**src/rtl/msi_pkg.sv**
```systemverilog
// Shared constants and types for the message-signalled interrupt address generator.
// Assumes 32-bit configuration and target words; field positions are fixed by R2 and R5.
package msi_pkg;

    localparam int WORD_W     = 32;
    localparam int ADDR_W     = 64;
    localparam int HART_W     = 14;
    localparam int HART_LSB   = 18;
    localparam int GUEST_W    = 6;
    localparam int GUEST_LSB  = 12;
    localparam int EIID_W     = 11;
    localparam int PAGE_SHIFT = 12;

    // Bits of the high configuration word that are kept on a write.
    localparam logic [WORD_W-1:0] HI_KEEP   = 32'h9F77_FFFF;
    // Clears the guest field of a software message value.
    localparam logic [WORD_W-1:0] GUEST_CLR = 32'hFFFC_0FFF;

    typedef enum logic [1:0] {
        CFG_M_LO = 2'd0,
        CFG_M_HI = 2'd1,
        CFG_S_LO = 2'd2,
        CFG_S_HI = 2'd3
    } cfg_slot_e;

    typedef struct packed {
        logic       lock;
        logic [4:0] grp_shift;
        logic [2:0] hart_shift;
        logic [2:0] grp_width;
        logic [3:0] hart_width;
        logic [11:0] base_top;
    } hicfg_t;

    // Pull the layout fields out of a stored high configuration word.
    function automatic hicfg_t unpack_hi(input logic [WORD_W-1:0] w);
        hicfg_t h;
        h.lock       = w[31];
        h.grp_shift  = w[28:24];
        h.hart_shift = w[22:20];
        h.grp_width  = w[18:16];
        h.hart_width = w[15:12];
        h.base_top   = w[11:0];
        return h;
    endfunction

endpackage

```
**src/rtl/msi_cfg_bank.sv**
```systemverilog
// Holds the four address configuration words and hands the pair that belongs to
// this domain level to the address composer.
// Assumes the lock lives in the machine high word and freezes all four words.
module msi_cfg_bank
    import msi_pkg::*;
#(
    parameter bit MACHINE_LEVEL = 1'b1
) (
    input  logic              clk,
    input  logic              rst_n,
    input  logic              wr_en,
    input  logic [1:0]        wr_slot,
    input  logic [WORD_W-1:0] wr_data,
    output logic [WORD_W-1:0] base_lo,
    output hicfg_t            layout,
    output logic              locked
);

    localparam int NUM_SLOTS = 4;

    logic [WORD_W-1:0] slot_q [NUM_SLOTS];

    assign locked = slot_q[int'(CFG_M_HI)][31];

    // Store a configuration word unless the machine lock is set.
    always_ff @(posedge clk) begin
        if (!rst_n) begin
            for (int i = 0; i < NUM_SLOTS; i++) begin
                slot_q[i] <= '0;
            end
        end else if (wr_en && !locked) begin
            slot_q[wr_slot] <= wr_slot[0] ? (wr_data & HI_KEEP) : wr_data;
        end
    end

    // Pick the configuration pair of this domain level.
    generate
        if (MACHINE_LEVEL) begin : g_machine
            assign base_lo = slot_q[int'(CFG_M_LO)];
            assign layout  = unpack_hi(slot_q[int'(CFG_M_HI)]);
        end else begin : g_super
            assign base_lo = slot_q[int'(CFG_S_LO)];
            assign layout  = unpack_hi(slot_q[int'(CFG_S_HI)]);
        end
    endgenerate

    logic unused_slots;
    assign unused_slots = ^{slot_q[0], slot_q[1], slot_q[2], slot_q[3]};

endmodule

```
**src/rtl/msi_src_pick.sv**
```systemverilog
// Chooses the lowest-index source that is allowed, enabled and pending, and
// returns a one-hot grant with that source's target word.
// Assumes NUM_SRC >= 2; purely combinational.
module msi_src_pick
    import msi_pkg::*;
#(
    parameter int NUM_SRC = 8
) (
    input  logic                      allow,
    input  logic [NUM_SRC-1:0]        pend,
    input  logic [NUM_SRC-1:0]        en,
    input  logic [NUM_SRC*WORD_W-1:0] targets,
    output logic                      found,
    output logic [NUM_SRC-1:0]        grant,
    output logic [WORD_W-1:0]         tgt
);

    localparam int IDX_W = (NUM_SRC > 1) ? $clog2(NUM_SRC) : 1;

    logic [NUM_SRC-1:0] elig;
    logic [IDX_W-1:0]   idx;

    // One eligibility term per source.
    generate
        for (genvar g = 0; g < NUM_SRC; g++) begin : g_elig
            assign elig[g] = allow & pend[g] & en[g];
        end
    endgenerate

    // Lowest eligible index wins.
    always_comb begin
        idx = '0;
        for (int i = NUM_SRC - 1; i >= 0; i--) begin
            if (elig[i]) begin
                idx = IDX_W'(i);
            end
        end
    end

    assign found = |elig;
    assign grant = found ? (NUM_SRC'(1) << idx) : '0;
    assign tgt   = targets[int'(idx)*WORD_W +: WORD_W];

endmodule

```
**src/rtl/msi_addr_compose.sv**
```systemverilog
// Builds the 64-bit destination address from the base page, the runtime field
// layout, a hart index and a guest index.
// Assumes the caller has already forced the guest index where required.
module msi_addr_compose
    import msi_pkg::*;
(
    input  hicfg_t             layout,
    input  logic [WORD_W-1:0]  base_lo,
    input  logic [HART_W-1:0]  hart,
    input  logic [GUEST_W-1:0] guest,
    output logic [ADDR_W-1:0]  addr
);

    logic [ADDR_W-1:0] hart_x;
    logic [ADDR_W-1:0] grp;
    logic [ADDR_W-1:0] loc;
    logic [ADDR_W-1:0] grp_keep;
    logic [ADDR_W-1:0] loc_keep;
    logic [ADDR_W-1:0] gst_keep;
    logic [ADDR_W-1:0] page;
    logic [5:0]        grp_pos;

    // Split the hart index and place every field into the page number.
    always_comb begin
        hart_x   = {{(ADDR_W-HART_W){1'b0}}, hart};
        loc_keep = (ADDR_W'(1) << layout.hart_width) - ADDR_W'(1);
        grp_keep = (ADDR_W'(1) << layout.grp_width) - ADDR_W'(1);
        gst_keep = (ADDR_W'(1) << layout.hart_shift) - ADDR_W'(1);
        grp      = hart_x >> layout.hart_width;
        loc      = hart_x & loc_keep;
        grp_pos  = {1'b0, layout.grp_shift} + 6'(PAGE_SHIFT);
        page     = {20'd0, layout.base_top, base_lo}
                 | ((grp & grp_keep) << grp_pos)
                 | (loc << layout.hart_shift)
                 | ({{(ADDR_W-GUEST_W){1'b0}}, guest} & gst_keep);
        addr     = page << PAGE_SHIFT;
    end

    logic unused_lock;
    assign unused_lock = layout.lock;

endmodule

```
**src/rtl/msi_addr_gen.sv**
```systemverilog
// Top of the message-signalled interrupt address generator. Takes a software
// message request or the best eligible source, composes address and data, and
// holds them on a valid/ready output until accepted.
// Assumes source pending/enable state is kept outside and cleared by src_clr.
module msi_addr_gen
    import msi_pkg::*;
#(
    parameter int NUM_SRC       = 8,
    parameter bit MACHINE_LEVEL = 1'b1
) (
    input  logic                      clk,
    input  logic                      rst_n,
    input  logic                      cfg_we,
    input  logic [1:0]                cfg_sel,
    input  logic [31:0]               cfg_wdata,
    input  logic                      dom_ie,
    input  logic [NUM_SRC-1:0]        src_pend,
    input  logic [NUM_SRC-1:0]        src_en,
    input  logic [NUM_SRC*32-1:0]     src_target,
    output logic [NUM_SRC-1:0]        src_clr,
    input  logic                      gen_we,
    input  logic [31:0]               gen_wdata,
    output logic [31:0]               gen_word,
    output logic                      msg_valid,
    input  logic                      msg_ready,
    output logic [63:0]               msg_addr,
    output logic [31:0]               msg_data
);

    logic [WORD_W-1:0]  gen_q;
    logic               gen_req_q;
    logic               vld_q;
    logic [ADDR_W-1:0]  addr_q;
    logic [WORD_W-1:0]  data_q;

    logic               slot_free;
    logic               take_gen;
    logic               pick_found;
    logic [WORD_W-1:0]  pick_tgt;
    logic [WORD_W-1:0]  sel_word;
    logic [GUEST_W-1:0] sel_guest;
    logic [ADDR_W-1:0]  next_addr;
    logic [WORD_W-1:0]  cfg_lo;
    hicfg_t             cfg_hi;
    logic               cfg_locked;

    assign slot_free = !vld_q || msg_ready;
    assign take_gen  = slot_free && gen_req_q;

    msi_cfg_bank #(
        .MACHINE_LEVEL (MACHINE_LEVEL)
    ) u_cfg (
        .clk     (clk),
        .rst_n   (rst_n),
        .wr_en   (cfg_we),
        .wr_slot (cfg_sel),
        .wr_data (cfg_wdata),
        .base_lo (cfg_lo),
        .layout  (cfg_hi),
        .locked  (cfg_locked)
    );

    msi_src_pick #(
        .NUM_SRC (NUM_SRC)
    ) u_pick (
        .allow   (slot_free && !gen_req_q && dom_ie),
        .pend    (src_pend),
        .en      (src_en),
        .targets (src_target),
        .found   (pick_found),
        .grant   (src_clr),
        .tgt     (pick_tgt)
    );

    assign sel_word = take_gen ? gen_q : pick_tgt;

    // Guest index: forced to zero at machine level and for software messages.
    generate
        if (MACHINE_LEVEL) begin : g_guest_zero
            assign sel_guest = '0;
        end else begin : g_guest_tgt
            assign sel_guest = take_gen ? '0 : sel_word[GUEST_LSB +: GUEST_W];
        end
    endgenerate

    msi_addr_compose u_compose (
        .layout  (cfg_hi),
        .base_lo (cfg_lo),
        .hart    (sel_word[HART_LSB +: HART_W]),
        .guest   (sel_guest),
        .addr    (next_addr)
    );

    // Software message value, stored with its guest field cleared.
    always_ff @(posedge clk) begin
        if (!rst_n) begin
            gen_q <= '0;
        end else if (gen_we) begin
            gen_q <= gen_wdata & GUEST_CLR;
        end
    end

    // Software request flag: set by a write, dropped once the message loads.
    always_ff @(posedge clk) begin
        if (!rst_n) begin
            gen_req_q <= 1'b0;
        end else if (gen_we) begin
            gen_req_q <= 1'b1;
        end else if (take_gen) begin
            gen_req_q <= 1'b0;
        end
    end

    // Output slot: load when empty or accepted, hold otherwise.
    always_ff @(posedge clk) begin
        if (!rst_n) begin
            vld_q  <= 1'b0;
            addr_q <= '0;
            data_q <= '0;
        end else if (slot_free) begin
            vld_q <= take_gen || pick_found;
            if (take_gen || pick_found) begin
                addr_q <= next_addr;
                data_q <= {{(WORD_W-EIID_W){1'b0}}, sel_word[EIID_W-1:0]};
            end
        end
    end

    assign gen_word  = gen_q;
    assign msg_valid = vld_q;
    assign msg_addr  = addr_q;
    assign msg_data  = data_q;

    logic unused_bits;
    assign unused_bits = ^{sel_word[11], cfg_locked};

endmodule

```
**config.mk**
```make
export PLATFORM = sky130hd
export DESIGN_NAME = msi_addr_gen
export DESIGN_NICKNAME = d
export VERILOG_FILES = /design/src/rtl/msi_pkg.sv /design/src/rtl/msi_cfg_bank.sv /design/src/rtl/msi_src_pick.sv /design/src/rtl/msi_addr_compose.sv /design/src/rtl/msi_addr_gen.sv
export SDC_FILE = /design/constraint.sdc
export NUM_CORES = 1
export LEC_CHECK = 0
export BUFFER_PORTS_ARGS = -buffer_cell sky130_fd_sc_hd__buf_2
export CORE_AREA = 2 2 187 189
export CTS_BUF_LIST = sky130_fd_sc_hd__clkbuf_8
export DETAILED_ROUTE_END_ITERATION = 16
export DIE_AREA = 0 0 189 191
export SYNTH_ARGS = -nofsm -noshare
export SYNTH_HDL_FRONTEND = slang
export SYNTH_SLANG_ARGS = --single-unit
```
**constraint.sdc**
```tcl
create_clock -name clk -period 3.38 [get_ports clk]
set_input_delay 0.338 -clock clk [delete_from_list [all_inputs] [get_ports clk]]
set_output_delay 0.338 -clock clk [all_outputs]
set_load 0.01 [all_outputs]
```
; ---- Word level (Yosys, flattened, before mapping)
; Memory sizes are Yosys's and may differ from the RTL's.
; Index checks and enable logic that the tools add are counted.
[classes]
addsub = 3
n_mul = 0
n_div = 0
magnitude_cmp = 0
eq_ne = 0
n_shift = 7
muxes = 20
bitwise = 20
reduce_logical = 13
[op_table]
columns = cell, n
row1 = variable part select 256 x 9 -> 32 bit, 1
row2 = "subtractor 64 x 2 -> 64 bit, second input constant", 2
row3 = AND 14 x 64 -> 64 bit, 1
row4 = AND 64 bit, 1
row5 = two-way mux 32 bit, 2
row6 = "left shift 1 x 3 -> 64 bit, first input constant", 1
row7 = "left shift 1 x 4 -> 64 bit, first input constant", 1
row8 = left shift 64 x 3 -> 52 bit, 1
row9 = left shift 64 x 6 -> 52 bit, 1
row10 = right shift 14 x 4 -> 64 bit, 1
row11 = bitwise OR 44 x 52 -> 52 bit, 1
row12 = bitwise OR 52 bit, 1
row13 = OR reduction 32 bit, 1
row14 = two-way mux 31 bit, 1
row15 = two-way mux 3 bit, 8
row16 = AND 1 bit, 16
row17 = two-way mux 8 bit, 1
row18 = OR reduction 8 bit, 1
row19 = "left shift 1 x 3 -> 8 bit, first input constant", 1
row20 = two-way mux 1 bit, 7
row21 = "adder 5 x 4 -> 6 bit, second input constant", 1
row22 = logical AND 1 bit, 4
row23 = zero test 1 bit, 3
row24 = logical OR 1 bit, 2
row25 = other kinds (3), 3
[totals]
reg_bits = 91
latchBits = 0
ramBits = 128
romBits = 0
inputBits = 344
out_inout_bits = 137
elab_cells = 69
n_memories = 1
[mem_list]
columns = memory, depth, word_bits, rd, rd_ports_with_merged_regs, write_ports, line_no
row1 = u_cfg.slot_q, 4, 32, 2, 0, 4, msi_cfg_bank.sv:21  ; logic [WORD_W-1:0] slot_q [NUM_SLOTS];

; ---- Depth between registers and ports, before layout
; Gate-level depths: netlist of the first run.
[depth]
ltp_word = 21
ltp_mapped = 19
depth_no_buf = 17

; ---- Cells and area by module
; From an unflattened synthesis of the first run, not the netlist that was laid out.
[hier_totals]
cells_unflattened = 1539
hier_area_um2 = 12848.6
[by_module_without_submodules]
columns = module, instances, cells_each, area_each_um2, seq_area_each_um2
row1 = msi_addr_gen, 1, 481, 4559.4, 2062.0
row2 = msi_addr_compose, 1, 526, 3443.3, 0.0
row3 = msi_src_pick, 1, 391, 2518.7, 0.0
row4 = msi_cfg_bank, 1, 141, 2327.2, 1801.7

; ---- Worst setup path before layout of the first run
; No wires, ideal clock.
[synth_path]
path_kind = in2reg
from = input src_en[4]
to = register addr_q[43], in the netlist msg_addr[43]
setup_time_ns = 0.122
arrival_ns = 3.285
t_required_ns = 3.258
setup_slack_ns = -0.027
stages = 14
path_buffers = 1
cell_sequence = a22o_2 -> o21ai_2 -> nand2_4 -> buf_6 -> o221ai_1 -> o311ai_1 -> a211oi_2 -> o22ai_1 -> a2111oi_4 -> nor2_1 -> a211oi_1 -> a311oi_1 -> a211o_1 -> o311a_1
[synth_via]
elab_chain_cells = 13
word_cells_on_any_way = 18
classes_between = shift: 4 / mux: 6 / bitwise: 5 / reduce/logical: 3
[synth_rtl]
columns = element, line_no
row1 = start: declaration, msi_addr_gen.sv:18  ; input logic [NUM_SRC-1:0] src_en,
row2 = AND 1 bit *, msi_src_pick.sv:26  ; assign elig[g] = allow & pend[g] & en[g];
row3 = two-way mux 3 bit (5 in series), msi_src_pick.sv:34  ; if (elig[i]) begin
row4 = variable part select 256 x 9 -> 32 bit, msi_src_pick.sv:42  ; assign tgt = targets[int'(idx)*WORD_W +: WORD_W];
row5 = two-way mux 32 bit, msi_addr_gen.sv:75  ; assign sel_word = take_gen ? gen_q : pick_tgt;
row6 = right shift 14 x 4 -> 64 bit, msi_addr_compose.sv:29  ; grp = hart_x >> layout.hart_width;
row7 = AND 64 bit, msi_addr_compose.sv:33  ; | ((grp & grp_keep) << grp_pos)
row8 = left shift 64 x 6 -> 52 bit, msi_addr_compose.sv:33
row9 = bitwise OR 44 x 52 -> 52 bit, msi_addr_compose.sv:33
row10 = bitwise OR 52 bit, msi_addr_compose.sv:34  ; | (loc << layout.hart_shift)
row11 = end signal: assignment, msi_addr_gen.sv:123  ; addr_q <= next_addr;
row12 = end: declaration, msi_addr_gen.sv:33  ; logic [ADDR_W-1:0] addr_q;
; Mark *: on every way between the ends. The rest lies on a longest branch, timed or not.
; A chain may end at the register's enable or synchronous reset.

; ---- Worst setup path in the final report of the first run
[layout_path]
from = register gen_req_q
to = register addr_q[17], in the netlist msg_addr[17]
[layout_via]
elab_chain_cells = 20
word_cells_on_any_way = 40
classes_between = shift: 4 / mux: 9 / bitwise: 20 / reduce/logical: 7
[layout_rtl]
columns = element, line_no
row1 = start: declaration, msi_addr_gen.sv:31  ; logic gen_req_q;
row2 = start signal: assignment, msi_addr_gen.sv:106  ; gen_req_q <= 1'b0;
row3 = start signal: assignment, msi_addr_gen.sv:108  ; gen_req_q <= 1'b1;
row4 = start signal: assignment, msi_addr_gen.sv:110  ; gen_req_q <= 1'b0;
row5 = zero test 1 bit, msi_addr_gen.sv:66  ; .allow (slot_free && !gen_req_q && dom_ie),
row6 = logical AND 1 bit (2 in series), msi_addr_gen.sv:66
row7 = AND 1 bit (2 in series), msi_src_pick.sv:26
row8 = two-way mux 3 bit (8 in series), msi_src_pick.sv:34
row9 = variable part select 256 x 9 -> 32 bit, msi_src_pick.sv:42
row10 = two-way mux 32 bit, msi_addr_gen.sv:75
row11 = right shift 14 x 4 -> 64 bit, msi_addr_compose.sv:29
row12 = AND 64 bit, msi_addr_compose.sv:33
row13 = left shift 64 x 6 -> 52 bit, msi_addr_compose.sv:33
row14 = bitwise OR 44 x 52 -> 52 bit, msi_addr_compose.sv:33
row15 = bitwise OR 52 bit, msi_addr_compose.sv:34
; Parallel ways exist; a longest one is shown, timed or not.

==> results.json, run 1 <==
{
  "min_period_over_period_pct": 118,
  "post-dp-hpwl_um": 47100,
  "synth-seq-cells": 151,
  "drtIter0Drc": 1557,
  "post-route-min-period_ps": 3980,
  "max_freq_mhz": 251,
  "tightest_slew_ps": 995,
  "cts_max_level": 4,
  "layout.nets": 2499,
  "antenna_found_initial": 4,
  "finalInstanceArea_um2": 18400,
  "pwr_density_cell_nw_per_um2": 331,
  "wirelength_um": 60500,
  "hold_path.class": "in -> reg",
  "num-fill-cells": 3350,
  "power_frac_comb_pct": 43.4,
  "start_util_pct": 34.6,
  "firstDrtPassIters": 5,
  "synth.avg_cell_area_um2": 7.84,
  "slew_headroom_pct": 33.7,
  "clockRootBuffer": "clkbuf_8",
  "ys.flop_type": "dfxtp_1",
  "cts_buffers": 17,
  "via_count": 15000,
  "pwr-share-clk_pct": 21.5,
  "overflow": 0,
  "switchingPower_uw": 2310,
  "grt_max_degree": 101,
  "drc": 0,
  "ir_worst_vdd_v": 0.000240,
  "cp-start-kind": "flop",
  "drv_slew": 0,
  "clkSinkCount": 151,
  "cp_cell_sequence": "nand2b_4 > buf_12 > nor3_4 > nand2_4 > a221o_1 > o311a_4 > buf_6 > a211oi_4 > o22ai_2 > o211ai_1 > a211oi_2 > buf_4 > mux4_2 > buf_6 > and2_4 > o211ai_1 > a21oi_1",
  "synth_enable_flop_cells": 60,
  "die_y_um": 191,
  "swShare_pct": 38.0,
  "crit_fanout": 8,
  "crit_arrival_ps": 4320,
  "viasPerCell": 5.73,
  "placed_cell_area_um2": 16200,
  "synthAdderAreaFrac_pct": 0.318,
  "crit_slowest_cell": "mux4_2",
  "tritoncts": "done",
  "ys_types": 107,
  "p_int_uw": 3780,
  "path_buf_inv": 4,
  "synth_simple_gate_area_share_pct": 27.3,
  "synth-xor-area-share_pct": 0.297,
  "crit_family": "compound AO/OA/AOI/OAI gates",
  "area_growth_pct": 55.9,
  "grt.total_usage_pct": 32.2,
  "violations": "negative setup slack",
  "end_kind": "flop",
  "p_total_uw": 6090,
  "finalSetupViolCount": 52,
  "grt_first_pass_wirelength_um": 88000,
  "clockBufferDepth": 2,
  "coreArea_um2": 34100,
  "path_class": "reg -> reg",
  "ys_async_sr_fraction_pct": 0,
  "place_ws_ps": -984,
  "ioPinCount": 481,
  "seqPwrFrac_pct": 35.0,
  "insertion_delay_ps": 470,
  "io_buffers": 379,
  "path_clk_slew_ps": 80,
  "die_area_um2": 36100,
  "rsz0062_at_grt": "yes",
  "drtAntennaViolNets": 0,
  "drv_cap": 0,
  "grt_pass1_vias": 14200,
  "ys_warn_count": 0,
  "hold_slack_ps": 135,
  "critPathRequiredTime_ps": 3730,
  "yosysSeqAreaShare_pct": 30.7,
  "fin_skew_ps": 16.7,
  "p_leak_uw": 0.00806,
  "synth.area.mux_share_pct": 4.13,
  "netlist_instances": 1505,
  "finalSetupTns_ps": -22320,
  "synth_top_family_by_area": "compound AO/OA/AOI/OAI gates",
  "worst_slack_ps": -597,
  "hold_violations": 0,
  "cts_hold_buf": 0,
  "drive_above_1_share_pct": 46.6,
  "outcome": "finished, violations left",
  "synth_area_um2": 11800,
  "slowest_delay_ps": 540,
  "die_w_um": 189,
  "gp_congestion": 1.00,
  "rows": 68,
  "synth_compound_area_share_pct": 29.7,
  "routedWlPerCell_um": 23.0
}
per-stage QoR:
step	cells	util, %
2_1_floorplan	1543	-
3_3_place_gp	2537	47.5
3_5_place_dp	2537	47.5
4_1_cts	2601	51.7
5_1_grt	2623	53.9
6_report	2624	53.9
worst paths after layout:
kind	startpoint	to	slack (ps)	cells after the start
worst max-delay path	gen_req_q$_SDFFE_PN0P_	msg_addr[17]$_SDFFE_PN0P_	-600	17
worst min-delay path	gen_wdata[28]	gen_word[28]$_SDFFE_PN0P_	140	3
worst max register to register	gen_req_q$_SDFFE_PN0P_	msg_addr[17]$_SDFFE_PN0P_	-600	17
worst min register to register	msg_addr[63]$_SDFFE_PN0P_	msg_addr[63]$_SDFFE_PN0P_	470	2
placed cells by master (no fill, tap or decap), types with 11 or more instances in the layout:
| master | netlist | final |
|---|---|---|
| buf_2 | 14 | 379 |
| buf_4 | 41 | 317 |
| nand2_1 | 174 | 170 |
| nand3_1 | 124 | 117 |
| nor2_1 | 114 | 106 |
| dfxtp_1 | 91 | 89 |
| a21oi_1 | 97 | 75 |
| o21ai_0 | 81 | 69 |
| edfxtp_1 | 60 | 60 |
| nor3_1 | 65 | 46 |
| and3_1 | 42 | 41 |
| conb_1 | 1 | 39 |
| mux2i_1 | 42 | 38 |
| buf_6 | 7 | 38 |
| and2_1 | 39 | 37 |
| nor2b_1 | 36 | 35 |
| a211oi_2 | 12 | 23 |
| a21oi_2 | 2 | 21 |
| o21ai_1 | 13 | 18 |
| a211oi_1 | 39 | 18 |
| clkbuf_8 | 0 | 18 |
| inv_1 | 14 | 17 |
| o211ai_1 | 16 | 16 |
| nor3_2 | 1 | 16 |
| buf_12 | 0 | 13 |
| a31oi_1 | 13 | 12 |
| a2111oi_4 | 3 | 11 |
metal layers:
metal  wire length [µm]  up-vias  track usage, %
li1                   -     6907               -
met1              25900     7248            43.1
met2              27500      784            51.2
met3               5090      109            6.63
met4               1990        0            11.4
met5                  0        -               0
flip-flops by register name, indices dropped and copies added, names as in the netlist:
register and count:
msg_addr 52, u_cfg.slot_q 60, gen_req_q 1, gen_word 26, msg_data 11, msg_valid 1
kinds of logic after synthesis:
group,count (synthesis)
AND/OR/NAND/NOR,654
AO/OA/AOI/OAI,468
buffers and inverters,177
flip-flops,151
multiplexers,47
XOR/XNOR,4
adder cells (fa/ha/maj),3
other,1
cells in the mapped netlist (all sizes together) (15+ instances only):
cell type	n	area, µm²
nand2	177	677
nand3	126	641
nor2	119	469
a21oi	101	536
o21ai	97	497
dfxtp	91	1820
clkbuf	89	334
buf	70	487
nor3	67	352
edfxtp	60	1800
a211oi	51	443
and3	42	263
mux2i	42	420
and2	41	256
nor2b	37	234
o221ai	19	185
a2111oi	18	223
o211ai	16	120
a22oi	15	141
worst register-to-register path: stages, from the launching register on:
cell	delay, ps
dfxtp_4	370
nand2b_4	150
buf_12	120
nor3_4	270
nand2_4	190
a221o_1	410
o311a_4	160
buf_6	130
a211oi_4	310
o22ai_2	110
o211ai_1	220
a211oi_2	70
buf_4	160
mux4_2	540
buf_6	180
and2_4	150
o211ai_1	200
a21oi_1	110
power by group through the flow:
stage | Combinational (µW) | Sequential, µW | Clock, µW
after floorplan | 1070 | 2170 | 0
after global placement | 2200 | 2170 | 0
after detailed placement | 2200 | 2160 | 0
after CTS | 2430 | 2130 | 1330
after global routing | 2810 | 2140 | 1400
final | 2640 | 2130 | 1310
area by class of cell:
cell class	instances	area, µm²	share of cell area, %
multi-input combinational	1216	8790	47.8
timing repair buffer	748	4980	27.1
sequential	151	3630	19.7
tap	455	569	3.09
clock buffer	18	248	1.35
clock inverter	14	108	0.585
inverter	18	67.6	0.367
antenna	4	10.0	0.0544
timing repair:
item,4_1_cts,5_1_grt
hold endpoints to repair,0,0
pin swaps,57,71
cloned,1,0
setup buffers,32,22
resized for setup,172,111
endpoints found under the setup margin,52,52
Power figures use the tool's default switching activity.
==> run 2, diff against run 1 <==
--- a/config.mk
+++ b/config.mk
@@ -10,6 +10,7 @@
 export CTS_BUF_LIST = sky130_fd_sc_hd__clkbuf_8
 export DETAILED_ROUTE_END_ITERATION = 16
 export DIE_AREA = 0 0 189 191
+export MAX_ROUTING_LAYER = met4
 export SYNTH_ARGS = -nofsm -noshare
 export SYNTH_HDL_FRONTEND = slang
 export SYNTH_SLANG_ARGS = --single-unit
==> run 2 against run 1 <==
Effect of this change: the flow still finishes with violations (negative setup slack); via count increased by 0.17%; maximum frequency increased by 0.42%; non-clock buffer count decreased by 12; sequential cell count unchanged; clock skew increased by 4.3 ps; final area increased by 0.34%; worst setup slack improved by 17 ps; hold slack got worse by 1.5 ps; highest routed layer unchanged.
==> results.json, run 2 (synthesized netlist as in run 1, its figures left out) <==
{
  "outcome": "finished, violations left",
  "violations": "negative setup slack",
  "place_inst": 2539,
  "rsz0062_at_grt": "yes",
  "fin_skew_ps": 21.0,
  "finalSetupViolCount": 52,
  "gp_congestion": 1.00,
  "wirelength_um": 61600,
  "drtIter0Drc": 1501,
  "overflow": 0,
  "r2r_cells": 17,
  "critPathRequiredTime_ps": 3730,
  "pwr-share-clk_pct": 22.5,
  "clkSinkCount": 151,
  "placed_cell_area_um2": 16200,
  "firstDrtPassIters": 5,
  "path_class": "reg -> reg",
  "place_ws_ps": -934,
  "switchingPower_uw": 2420,
  "clockBufferDepth": 2,
  "post-dp-hpwl_um": 48000,
  "grt_first_pass_wirelength_um": 90600,
  "end_kind": "flop",
  "finalInstanceArea_um2": 18500,
  "start_util_pct": 34.6,
  "die_y_um": 191,
  "tightest_slew_ps": 1030,
  "insertion_delay_ps": 470,
  "final_cells": 2613,
  "regMostFlops": "u_cfg.slot_q",
  "seqPwrFrac_pct": 34.6,
  "drv_slew": 0,
  "endpoint": "msg_addr[17]$_SDFFE_PN0P_",
  "crit_fanout": 8,
  "die_area_um2": 36100,
  "rows": 68,
  "r2r-end": "msg_addr[17]$_SDFFE_PN0P_",
  "swShare_pct": 39.2,
  "finalSetupTns_ps": -19950,
  "r2r-start": "msg_valid$_SDFFE_PN0N_",
  "largest_register_ffs": 60,
  "grt_max_degree": 101,
  "max_freq_mhz": 253,
  "area_growth_pct": 56.4,
  "ioPinCount": 481,
  "antenna_found_initial": 6,
  "final_cell_mix": "379 x buf_2, 311 x buf_4, 170 x nand2_1",
  "viasPerCell": 5.77,
  "slew_headroom_pct": 31.1,
  "final_common_cell": "buf_2",
  "post-route-min-period_ps": 3960,
  "tritoncts": "done",
  "layout.nets": 2486,
  "cp-start-kind": "flop",
  "die_w_um": 189,
  "hold_path.class": "in -> reg",
  "cts_buffers": 17,
  "min_period_over_period_pct": 117,
  "io_buffers": 379,
  "clockRootBuffer": "clkbuf_8",
  "grt.total_usage_pct": 34.0,
  "pwr_density_cell_nw_per_um2": 334,
  "grt_pass1_vias": 14400,
  "power_frac_comb_pct": 43.0,
  "crit_arrival_ps": 4310,
  "crit_start": "msg_valid$_SDFFE_PN0N_",
  "drc": 0,
  "path_clk_slew_ps": 90,
  "cts_max_level": 4,
  "r2r_slack_ps": -580,
  "hold_violations": 0,
  "worst_slack_ps": -580,
  "drv_cap": 0,
  "via_count": 15100,
  "ir_worst_vdd_v": 0.000239,
  "drive_above_1_share_pct": 47.1,
  "p_leak_uw": 0.00808,
  "drtAntennaViolNets": 0,
  "routedWlPerCell_um": 23.6,
  "p_int_uw": 3750,
  "coreArea_um2": 34100
}
==> run 2: cell types whose count changed in the layout (fill, tap and decap cells not counted), moves of 4 or more <==
| cell | previous run | this run |
|---|---|---|
| buf_4 | 317 | 311 |
| buf_12 | 13 | 9 |
| a21oi_1 | 75 | 79 |
| o31ai_1 | 7 | 3 |
| a21oi_2 | 21 | 15 |
| inv_6 | 2 | 6 |
| buf_6 | 38 | 33 |
==> run 2: layout make-up <==
cell class	count	area (µm²)
Fill cell	3275	15700
Multi-Input combinational cell	1215	8940
Timing Repair Buffer	736	4870
Sequential cell	151	3630
Tap cell	455	569
Clock buffer	17	234
Clock inverter	15	141
Inverter	18	67.6
Antenna cell	6	15.0
==> run 2: repair_timing <==
item,CTS,global route
gates resized for setup,169,136
cloned,1,1
buffers inserted,20,21
endpoints found under the hold margin,0,0
hold buffers,0,0
endpoints found under the setup margin,52,52
pin swaps,62,66
==> run 2: per-layer routing <==
layer  GRT usage, %  share of wire (%)
met3           4.39                8.2
met5              -                  0
met1           46.2                 43
met2           52.8                 45
met4           9.92                3.1
==> run 2: critical path, stage by stage (launching register included) <==
cell and delay (ps):
dfxtp_4 370, nor2b_4 130, buf_6 110, nor3_4 220
nand2_4 140, buf_12 160, a221o_1 300, o311a_4 160
a2111oi_4 440, a311oi_4 120, buf_4 190, o22ai_4 230
nor2_2 50, mux4_2 550, buf_6 170, and2_4 140
o211ai_1 230, a21oi_1 110
==> run 2: metrics by stage <==
| stage | total power [µW] | hold slack (ps) | util [%] |
|---|---|---|---|
| 2_1_floorplan | 3240 | 453 | - |
| 3_3_place_gp | 4360 | 457 | 47.4 |
| 3_5_place_dp | 4360 | 460 | 47.4 |
| 4_1_cts | 5960 | 104 | 51.6 |
| 5_1_grt | 6410 | 121 | 54.1 |
| 6_report | 6170 | 134 | 54.1 |
==> run 2: worst min path at each step <==
stage	from	endpoint	slack [ps]	depth (start not counted)
after floorplan	u_cfg.slot_q[0][0]$_SDFFCE_PN0P_	msg_addr[12]$_SDFFE_PN0P_	450	2
after global placement	msg_addr[40]$_SDFFE_PN0P_	msg_addr[40]$_SDFFE_PN0P_	460	2
after detailed placement	msg_addr[63]$_SDFFE_PN0P_	msg_addr[63]$_SDFFE_PN0P_	460	2
after CTS	gen_wdata[5]	gen_word[5]$_SDFFE_PN0P_	100	3
after global routing	gen_wdata[28]	gen_word[28]$_SDFFE_PN0P_	120	3
final	gen_wdata[5]	gen_word[5]$_SDFFE_PN0P_	130	3
==> run 2: power by group through the flow <==
stage | clock network (µW) | logic (µW) | registers, µW
after floorplan | 0 | 1070 | 2170
after global placement | 0 | 2200 | 2160
after detailed placement | 0 | 2200 | 2160
after CTS | 1400 | 2440 | 2130
after global routing | 1450 | 2810 | 2140
final | 1390 | 2650 | 2130
